**config.mk**
```make
export PLATFORM = sky130hd
export DESIGN_NAME = fifo_serial_port
export DESIGN_NICKNAME = d
export VERILOG_FILES = /design/src/rtl/sps_pkg.sv /design/src/rtl/sps_sync.sv /design/src/rtl/sps_halfgen.sv /design/src/rtl/sps_store.sv /design/src/rtl/fifo_serial_port.sv
export SDC_FILE = /design/constraint.sdc
export NUM_CORES = 1
export LEC_CHECK = 0
export BUFFER_PORTS_ARGS = -buffer_cell sky130_fd_sc_hd__buf_2
export CAP_MARGIN = 30
export CORE_MARGIN = 4
export CORE_UTILIZATION = 39
export DETAILED_ROUTE_END_ITERATION = 16
export MAX_ROUTING_LAYER = met4
export PLACE_DENSITY = 0.66
export SETUP_SLACK_MARGIN = 0.4
export SLEW_MARGIN = 20
export SYNTH_ARGS = -nofsm -noshare
export SYNTH_HDL_FRONTEND = slang
export SYNTH_SLANG_ARGS = --single-unit
```
**constraint.sdc**
```tcl
create_clock -name clk -period 2 [get_ports clk]
set_input_delay 0.4 -clock clk [delete_from_list [all_inputs] [get_ports clk]]
set_output_delay 0.4 -clock clk [all_outputs]
set_load 0.01 [all_outputs]
```
**src/rtl/sps_pkg.sv**
```systemverilog
package sps_pkg;
    typedef enum logic [2:0] {
        ST_IDLE,
        ST_WAIT_SEL,
        ST_FETCH,
        ST_PH_LOW,
        ST_PH_HIGH,
        ST_WRITEBACK
    } sps_state_t;
endpackage

```
**src/rtl/sps_sync.sv**
```systemverilog
module sps_sync #(
    parameter int          W      = 3,
    parameter logic [W-1:0] INIT  = '0
) (
    input  logic         clk,
    input  logic         rst_n,
    input  logic [W-1:0] din,
    output logic [W-1:0] q
);
    for (genvar g = 0; g < W; g++) begin : g_bit
        logic s1, s2;
        always_ff @(posedge clk or negedge rst_n) begin
            if (!rst_n) begin
                s1 <= INIT[g];
                s2 <= INIT[g];
            end else begin
                s1 <= din[g];
                s2 <= s1;
            end
        end
        assign q[g] = s2;
    end
endmodule

```
**src/rtl/sps_halfgen.sv**
```systemverilog
module sps_halfgen #(
    parameter int HALF = 8
) (
    input  logic clk,
    input  logic rst_n,
    input  logic run,
    output logic tick
);
    localparam int CW = (HALF > 1) ? $clog2(HALF) : 1;

    logic [CW-1:0] cnt;

    assign tick = run && (cnt == CW'(HALF - 1));

    always_ff @(posedge clk or negedge rst_n) begin
        if (!rst_n)            cnt <= '0;
        else if (!run || tick) cnt <= '0;
        else                   cnt <= cnt + 1'b1;
    end
endmodule

```
**src/rtl/sps_store.sv**
```systemverilog
module sps_store #(
    parameter int DEPTH = 8,
    parameter int W     = 8,
    localparam int AW   = $clog2(DEPTH)
) (
    input  logic          clk,
    input  logic          rst_n,
    input  logic          host_we,
    input  logic [AW-1:0] host_waddr,
    input  logic [W-1:0]  host_wdata,
    input  logic [AW-1:0] host_raddr,
    output logic [W-1:0]  host_rdata,
    input  logic          eng_we,
    input  logic [AW-1:0] eng_addr,
    input  logic [W-1:0]  eng_wdata,
    output logic [W-1:0]  eng_rdata
);
    logic [W-1:0] mem [DEPTH];

    for (genvar g = 0; g < DEPTH; g++) begin : g_entry
        always_ff @(posedge clk or negedge rst_n) begin
            if (!rst_n)
                mem[g] <= '0;
            else if (eng_we && eng_addr == AW'(g))
                mem[g] <= eng_wdata;
            else if (host_we && host_waddr == AW'(g))
                mem[g] <= host_wdata;
        end
    end

    assign host_rdata = mem[host_raddr];
    assign eng_rdata  = mem[eng_addr];
endmodule

```
**src/rtl/fifo_serial_port.sv**
```systemverilog
module fifo_serial_port
    import sps_pkg::*;
#(
    parameter int DATA_W = 8,
    parameter int DEPTH  = 8,
    parameter int HALF   = 8,
    localparam int AW    = $clog2(DEPTH),
    localparam int BW    = $clog2(DATA_W)
) (
    input  logic              clk,
    input  logic              rst_n,
    input  logic              wr_en,
    input  logic [AW-1:0]     wr_addr,
    input  logic [DATA_W-1:0] wr_data,
    input  logic [AW-1:0]     rd_addr,
    output logic [DATA_W-1:0] rd_data,
    input  logic [AW-1:0]     cfg_count,
    input  logic              cfg_master,
    input  logic              cfg_sel_mode,
    input  logic              start,
    output logic              busy,
    output logic              done,
    output logic              irq,
    input  logic              sck_in,
    output logic              sck_out,
    output logic              sck_oe,
    input  logic              si,
    output logic              so,
    output logic              so_oe,
    input  logic              sel_n
);
    sps_state_t state, nxt;

    logic [DATA_W-1:0] txsh, rxsh, eng_rdata;
    logic [BW-1:0]     bitcnt;
    logic [AW-1:0]     idx, last_idx;
    logic [2:0]        sync_q;
    logic              sel_q, sck_q, si_q, sel_q_d, sck_q_d;
    logic              sck_rise, sck_fall, sel_fall;
    logic              active, tick, rise_ev, fall_ev, si_eff;
    logic              accept, last_bit, eng_we, run;

    // synchronizers for the outside clock, select and data
    sps_sync #(.W(3), .INIT(3'b110)) u_sync (
        .clk  (clk),
        .rst_n(rst_n),
        .din  ({sel_n, sck_in, si}),
        .q    (sync_q)
    );
    assign {sel_q, sck_q, si_q} = sync_q;

    always_ff @(posedge clk or negedge rst_n) begin
        if (!rst_n) begin
            sel_q_d <= 1'b1;
            sck_q_d <= 1'b1;
        end else begin
            sel_q_d <= sel_q;
            sck_q_d <= sck_q;
        end
    end
    assign sck_rise = sck_q & ~sck_q_d;
    assign sck_fall = ~sck_q & sck_q_d;
    assign sel_fall = ~sel_q & sel_q_d;

    assign active   = !cfg_sel_mode || !sel_q;
    assign accept   = start && (state == ST_IDLE);
    assign last_bit = (bitcnt == BW'(DATA_W - 1));
    assign run      = cfg_master && active &&
                      (state == ST_PH_LOW || state == ST_PH_HIGH);

    sps_halfgen #(.HALF(HALF)) u_half (
        .clk  (clk),
        .rst_n(rst_n),
        .run  (run),
        .tick (tick)
    );

    assign rise_ev = cfg_master ? (tick && state == ST_PH_LOW)  : sck_rise;
    assign fall_ev = cfg_master ? (tick && state == ST_PH_HIGH) : sck_fall;
    assign si_eff  = cfg_master ? si : si_q;
    assign eng_we  = (state == ST_WRITEBACK) && active;

    sps_store #(.DEPTH(DEPTH), .W(DATA_W)) u_store (
        .clk       (clk),
        .rst_n     (rst_n),
        .host_we   (wr_en),
        .host_waddr(wr_addr),
        .host_wdata(wr_data),
        .host_raddr(rd_addr),
        .host_rdata(rd_data),
        .eng_we    (eng_we),
        .eng_addr  (idx),
        .eng_wdata (rxsh),
        .eng_rdata (eng_rdata)
    );

    // state register
    always_ff @(posedge clk or negedge rst_n) begin
        if (!rst_n) state <= ST_IDLE;
        else        state <= nxt;
    end

    // next state
    always_comb begin
        nxt = state;
        unique case (state)
            ST_IDLE:      if (accept) nxt = cfg_sel_mode ? ST_WAIT_SEL : ST_FETCH;
            ST_WAIT_SEL:  if (sel_fall) nxt = ST_FETCH;
            ST_FETCH:     if (active) nxt = ST_PH_LOW;
            ST_PH_LOW:    if (active && rise_ev)
                              nxt = (last_bit && !cfg_master) ? ST_WRITEBACK : ST_PH_HIGH;
            ST_PH_HIGH:   if (active && fall_ev)
                              nxt = last_bit ? ST_WRITEBACK : ST_PH_LOW;
            ST_WRITEBACK: if (active)
                              nxt = (idx == last_idx) ? ST_IDLE : ST_FETCH;
            default:      nxt = ST_IDLE;
        endcase
    end

    // datapath and flags
    always_ff @(posedge clk or negedge rst_n) begin
        if (!rst_n) begin
            txsh     <= '0;
            rxsh     <= '0;
            bitcnt   <= '0;
            idx      <= '0;
            last_idx <= '0;
            done     <= 1'b0;
            irq      <= 1'b0;
        end else begin
            irq <= 1'b0;
            if (accept) begin
                done     <= 1'b0;
                idx      <= '0;
                last_idx <= cfg_count;
            end
            if (active) begin
                unique case (state)
                    ST_FETCH: begin
                        txsh   <= eng_rdata;
                        bitcnt <= '0;
                    end
                    ST_PH_LOW:
                        if (rise_ev) rxsh <= {rxsh[DATA_W-2:0], si_eff};
                    ST_PH_HIGH:
                        if (fall_ev && !last_bit) begin
                            txsh   <= {txsh[DATA_W-2:0], 1'b0};
                            bitcnt <= bitcnt + 1'b1;
                        end
                    ST_WRITEBACK:
                        if (idx == last_idx) begin
                            done <= 1'b1;
                            irq  <= 1'b1;
                        end else begin
                            idx <= idx + 1'b1;
                        end
                    default: ;
                endcase
            end
        end
    end

    // outputs
    always_comb begin
        busy    = (state != ST_IDLE);
        sck_out = !(cfg_master && state == ST_PH_LOW);
        so      = txsh[DATA_W-1];
        so_oe   = !cfg_sel_mode || !sel_n;
        sck_oe  = cfg_master && so_oe;
    end

    // completion pulse is one cycle wide and coincides with the flag
    p_irq_pulse_r6: assert property (@(posedge clk) disable iff (!rst_n)
        irq |=> !irq);
    p_irq_with_done_r6: assert property (@(posedge clk) disable iff (!rst_n)
        irq |-> done);
    p_done_clears_r6: assert property (@(posedge clk) disable iff (!rst_n)
        accept |=> !done);
    // the end of busy is always a completed burst; restart while busy ignored
    p_busy_end_r7: assert property (@(posedge clk) disable iff (!rst_n)
        $fell(busy) |-> done);
    p_start_ignored_r7: assert property (@(posedge clk) disable iff (!rst_n)
        (start && busy) |=> $stable(last_idx));
    // while select is high the frame is frozen
    p_sel_freeze_r8: assert property (@(posedge clk) disable iff (!rst_n)
        (cfg_sel_mode && sel_q && state != ST_IDLE && state != ST_WAIT_SEL)
        |=> ($stable(txsh) && $stable(bitcnt) && $stable(idx)));
endmodule

```
== After elaboration in Yosys (flattened, before gate mapping) ==
Index checks and enable logic that the tools add are counted.

* Register bits after elaboration: 105
* Bits in latches: 0
* Bits in writable memories: 0
* Memory bits (read-only): 0
* Input bits: 26
* Output and inout bits: 15
* Logic and storage cells: 175
* Memories: 0

* Add/subtract/negate cells: 3
* Multipliers: 0
* Div/mod/pow operators: 0
* $lt $le $gt $ge: 2
* Eq/ne operators: 29
* Shift-type cells: 0
* Multiplexer cells: 52
* Bitwise gates (word level): 8
* Reductions and logical operators: 56

{| class="wikitable"
|+ Operator list
! cell !! count
|-
| $mux 8 || 21
|-
| $bmux 8 s3 || 2
|-
| $mux 3 || 13
|-
| $eq 3x3->1 const B || 12
|-
| $logic_and 1x1->1 || 29
|-
| $eq 3x2->1 const B || 6
|-
| $pmux 3 s6 || 1
|-
| $reduce_bool 2->1 || 9
|-
| $pmux 8 s2 || 1
|-
| $mux 1 || 11
|-
| $add 3x1->3 const B || 3
|-
| $eq 3x1->1 const B || 3
|-
| $logic_not 3->1 || 3
|-
| $ge 4x4->1 const B || 2
|-
| $ne 2x2->1 const B || 4
|-
| $not 3->4 || 2
|-
| $logic_not 1->1 || 7
|-
| $ne 2x1->1 const B || 3
|-
| $pmux 3 s2 || 1
|-
| $reduce_and 3->1 || 2
|-
| $reduce_and 6->1 || 1
|-
| $logic_or 1x1->1 || 4
|-
| $mux 2 || 2
|-
| $and 1x1->1 || 3
|-
| other kinds (3) || 5
|}

== Longest topological paths before layout ==
* Depth in word-level cells: 10
* Gate-level depth with buffers: 9
* Depth with buffers taken out: 6

== Cells and area by module ==
Synthesis repeated with hierarchy kept, for this count alone.

* Cells, all modules: 520
* Area total of the unflattened synthesis: 6129.6 sq um

{| class="wikitable"
|+ By module, submodules not included
! module !! times used !! cells an instance !! area each (sq um) !! sequential area each (sq um)
|-
| sps_store || 1 || 363 || 4142.7 || 1601.5
|-
| fifo_serial_port || 1 || 139 || 1671.6 || 803.3
|-
| sps_sync || 1 || 9 || 177.7 || 155.1
|-
| sps_halfgen || 1 || 9 || 137.6 || 75.1
|}

== Least setup slack after synthesis ==
OpenSTA, ideal clock, no wires.

* Path kind: input to output
* Start point: in rd_addr[0]
* End point: out rd_data[1]
* Arrival: 1.572 ns
* Setup slack: 0.028 ns
* Stages on the path: 4
* Path buffers: 2
* Cells stage by stage: buf_4 > buf_4 > mux4_2 > mux2_2

* Cells in the longest elaborated chain, start to end: 4

{| class="wikitable"
|+ Ends and longest elaborated chain
! item !! RTL line !! text
|-
| start, declared || fifo_serial_port.sv:15 || <nowiki>input logic [AW-1:0] rd_addr,</nowiki>
|-
| $not 3->4 (implied by the code) || sps_store.sv:31 || <nowiki>assign host_rdata = mem[host_raddr];</nowiki>
|-
| $bmux 8 s3 || sps_store.sv:31 ||
|-
| $mux 8 (implied by the code) (2 in a row) || sps_store.sv:31 ||
|-
| end, declared || fifo_serial_port.sv:16 || <nowiki>output logic [DATA_W-1:0] rd_data,</nowiki>
|}

Every way passes these cells. The select of a mux whose other input is x is not followed.

== Final worst setup path ==
* Start point: reg u_store.mem[2] in the netlist's numbering
* End point: out rd_data[2]

* Cells in the longest elaborated chain, start to end: 3

{| class="wikitable"
|+ Ends and longest elaborated chain
! item !! RTL line !! text
|-
| start, declared || sps_store.sv:18 || <nowiki>logic [W-1:0] mem [DEPTH];</nowiki>
|-
| start signal, assigned by index || sps_store.sv:25 || <nowiki>mem[g] <= eng_wdata;</nowiki>
|-
| start signal, assigned by index || sps_store.sv:27 || <nowiki>mem[g] <= host_wdata;</nowiki>
|-
| $bmux 8 s3 || sps_store.sv:31 ||
|-
| $mux 8 (implied by the code) (2 in a row) || sps_store.sv:31 ||
|}

Every way passes these cells. The select of a mux whose other input is x is not followed.

==> run_results.csv <==
group,metric,value,unit
sta,finalMaxSlewViolations,0,
finish,areaGrowthSynthToFinish,31.2,%
synth,synth.net_count,611,
floorplan,initial_core_util,0.400,
synth,post_synth_num_cell_types,51,
worst_setup_path,cp_num_cells,3,
sta,grt_setup_unrepaired,"true",
worst_setup_path,critical-path-max-stage-delay,0.48,ns
global_routing,first_global_vias,4851,
finish,finish.utilization,0.525,
power_and_ir_drop,power_per_cell_area,1110,mW/mm²
clock_network,cts.clk_slew.worst_paths,0.07,ns
synth,synthesis.instances,575,
worst_setup_path,ff2ff_path_depth,6,
status,failed_checks,"setup timing",
route,final_antenna_net_count,0,
placement,io_buffer_count,40,
worst_setup_path,timing.rr.end,"bitcnt[0]",
clock_network,number_of_buffers_created_by_cts,9,
clock_network,insertion_delay,0.34,ns
power_and_ir_drop,report.power.total,8.91,mW
synth,mappedNetlistArea,0.00611,mm²
synth,proportion_of_register_bits_with_asynchronous_set_or_reset_after_synthesis,1.00,
power_and_ir_drop,vdd.ir_drop.worst,0.426,mV
status,run_status,"complete, but fails checks",
worst_setup_path,worst_path_dominant_cell_family,"multiplexers",
worst_setup_path,crit_arrival,1.66,ns
route,detailroute.via_count,5028,
global_routing,maximum_number_of_pins_on_one_net_before_global_route_repair,67,
floorplan,placementRows,45,
synth,post-synth-top-area-fraction,0.406,
clock_network,clock-sinks,105,
sta,timing.clock.skew,0.00506,ns
finish,fillers,1269,
placement,gp_congestion,0.927,
global_routing,antenna_violations_before_repair,0,
sta,worst_pin_slew,0.618,ns
route,postRouteWirelength,18300,µm
worst_hold_path,worstHoldPathType,"in -> reg",
clock_network,tritoncts,"yes",
route,first_pass_iters,5,
worst_hold_path,hold_path.startpoint,"sck_in",
floorplan,num_io_pins,41,
floorplan,fp.dieArea,0.0177,mm²
sta,maxClockFrequency,486,MHz
floorplan,die_span_in_y,133,µm
finish,finish.net_count,684,
worst_hold_path,hold-path-cell-count,1,
power_and_ir_drop,static-leakage-power,3.53,nW
route,viasPerCell,5.82,
synth,ys_ff_latch,105,
clock_network,clock_tree.root_cell,"sky130_fd_sc_hd__clkbuf_16",
floorplan,die_w,133,µm
sta,min_period_over_period,1.03,
synth,netlist.top_cell.by_area,"sky130_fd_sc_hd__dfrtp_1",
route,wl_per_cell,21.2,µm
synth,part_of_the_yosys_area_used_for_sequential_elements,0.431,
worst_setup_path,worstPathCellList,"mux4_2 -> mux2_4 -> buf_6",
synth,netlist_top_cells_area,"sky130_fd_sc_hd__dfrtp_1 (41%), sky130_fd_sc_hd__mux2i_1 (16%), sky130_fd_sc_hd__mux4_2 (6.6%)",
clock_network,cts_max_path_bufs,2,
finish,layout.cells.most_common_list,"sky130_fd_sc_hd__mux2i_1 (96), sky130_fd_sc_hd__dfrtp_1 (95), sky130_fd_sc_hd__buf_4 (49), sky130_fd_sc_hd__nor2_1 (34)",
floorplan,design.core.area,0.0153,mm²
worst_hold_path,whs_endpoint,"u_sync.g_bit[1].s1",
placement,detailed_place_hpwl,11100,µm
worst_setup_path,worst_path_cell_with_the_longest_stage_delay,"sky130_fd_sc_hd__mux4_2",
synth,synth_edf_count,0,
worst_setup_path,critPathKind,"reg -> out",
worst_setup_path,worstSetupEndpointType,"primary output",
route,detail_route.iter0.violations,453,
sta,post-route-worst-setup-slack,-0.0590,ns
synth,synth_warnings,0,
worst_setup_path,cp_data_required_time,1.60,ns
sta,hold_viol_final,0,
finish,n_antenna_cell,0,
synth,synthesis.area_per_instance,10.6,µm²
worst_setup_path,worstPathBufferInverterCount,1,
global_routing,global_route_usage_over_all_layers,0.202,
global_routing,grt.overflow.total,0,
worst_setup_path,crit_path_max_fanout,3,
finish,post_route_cells_drive_above_1_share,0.413,
synth,synth_top_flop_cell,"sky130_fd_sc_hd__dfrtp_1",
sta,slew_headroom,0.588,
sta,setup_viol,8,
sta,layout_min_cycle_time,2.06,ns
run,maxCapViolCount,0,
global_routing,first_pass_grt_wire_length,27200,µm
worst_setup_path,rr_startpoint,"u_half.cnt[0]",
finish,layout.cells.most_common,"sky130_fd_sc_hd__mux2i_1",
clock_network,clock_tree.htree_level_count,3,
worst_setup_path,critPathLaunchType,"register",
worst_setup_path,timing.reg2reg.setup_slack,0.21,ns
worst_setup_path,timing.critical_path.from,"u_store.mem[2]",
route,drc,0,
-- layer usage --
layer	GRT usage	up-vias	routed length (µm)
met5	-	-	0
li1	-	2228	-
met1	0.250	2525	7450
met3	0.0321	55	992
met2	0.337	220	9200
met4	0.0743	0	705
-- per-stage QoR --
step,hold slack [ns],TNS (ns),worst slack [ns],cells,cell area [µm²]
after floorplan,0.104,0,0.184,575,6260
after global placement,0.243,-0.0663,-0.0150,807,6800
after detailed placement,0.247,-0.120,-0.0266,807,6800
after CTS,0.150,-0.333,-0.0568,851,7530
after global routing,0.137,-0.599,-0.104,864,8020
final,0.157,-0.334,-0.0590,864,8020
-- how the worst max path moves through the flow --
| stage | to | slack [ns] |
|---|---|---|
| 2_1_floorplan | rd_data[5] | 0.18 |
| 3_3_place_gp | rd_data[0] | -0.02 |
| 3_5_place_dp | rd_data[7] | -0.03 |
| 4_1_cts | rd_data[2] | -0.06 |
| 5_1_grt | rd_data[0] | -0.10 |
| 6_report | rd_data[2] | -0.06 |
-- power breakdown --
part,leakage [nW],internal (mW),switching [mW]
clock network,0.155,1.13,0.794
logic,2.09,1.98,1.75
registers,1.28,2.65,0.608
-- registers in the layout, summed over array words and instances (netlist names) --
name and flops:
txsh 8, sel_q_d 1, idx 3, u_sync.g_bit.s1 3, irq 1, state 3, last_idx 3, done 1
u_store.mem 64, sck_q_d 1, bitcnt 3, u_sync.g_bit.s2 3, u_half.cnt 3, rxsh 8
-- synthesized netlist by cell type (2+ instances only) --
cell,n
sky130_fd_sc_hd__buf_1,10
sky130_fd_sc_hd__clkbuf_1,13
sky130_fd_sc_hd__o31ai_2,8
sky130_fd_sc_hd__nor2_1,50
sky130_fd_sc_hd__nor3_1,10
sky130_fd_sc_hd__nand2b_1,3
sky130_fd_sc_hd__nand4b_1,3
sky130_fd_sc_hd__dfstp_2,6
sky130_fd_sc_hd__o211ai_1,3
sky130_fd_sc_hd__nand4_1,4
sky130_fd_sc_hd__and4_1,3
sky130_fd_sc_hd__buf_6,2
sky130_fd_sc_hd__nor2b_1,2
sky130_fd_sc_hd__nor3b_1,4
sky130_fd_sc_hd__xnor2_1,3
sky130_fd_sc_hd__mux4_2,18
sky130_fd_sc_hd__buf_4,3
sky130_fd_sc_hd__buf_2,25
sky130_fd_sc_hd__nand3_1,8
sky130_fd_sc_hd__o21ai_0,35
sky130_fd_sc_hd__nand2_1,37
sky130_fd_sc_hd__a21oi_1,43
sky130_fd_sc_hd__mux2_2,20
sky130_fd_sc_hd__clkbuf_2,3
sky130_fd_sc_hd__mux2i_1,96
sky130_fd_sc_hd__dfrtp_1,99
sky130_fd_sc_hd__nor3_4,2
sky130_fd_sc_hd__ha_1,10
sky130_fd_sc_hd__nor3b_2,2
sky130_fd_sc_hd__inv_1,6
sky130_fd_sc_hd__o21ai_1,8
sky130_fd_sc_hd__and2_1,4
sky130_fd_sc_hd__o22ai_1,14
-- cells by family (layout without fill, tap and decap cells) --
group | after synthesis | after routing | synth area share
adders and majority gates | 10 | 10 | 0.0205
AOI/OAI and AO/OA | 119 | 119 | 0.117
DFF | 105 | 105 | 0.431
buffers and inverters | 62 | 140 | 0.0481
xor gates and xnor gates | 3 | 3 | 0.00430
muxes | 134 | 134 | 0.261
and+or+nand+nor | 142 | 142 | 0.118
-- area by class of cell --
type	instances	area [µm²]	area share
clock inverters	6	88.8	0.0111
flip-flops and latches	105	2640	0.329
well taps	211	264	0.0329
repair buffers	118	1070	0.133
multi-input cells	408	3690	0.461
clock buffers	10	239	0.0298
inverters	6	22.5	0.00281
-- timing repair --
| item | CTS | global route |
|---|---|---|
| hold endpoints to repair | 9 | 0 |
| buffers inserted | 22 | 10 |
| pin swaps | 11 | 6 |
| endpoints found under the setup margin | 101 | 93 |
| cloned | 5 | 3 |
| hold buffers | 1 | 0 |
| gates resized for setup | 59 | 95 |
No activity file was read; power rests on OpenSTA's default activity.
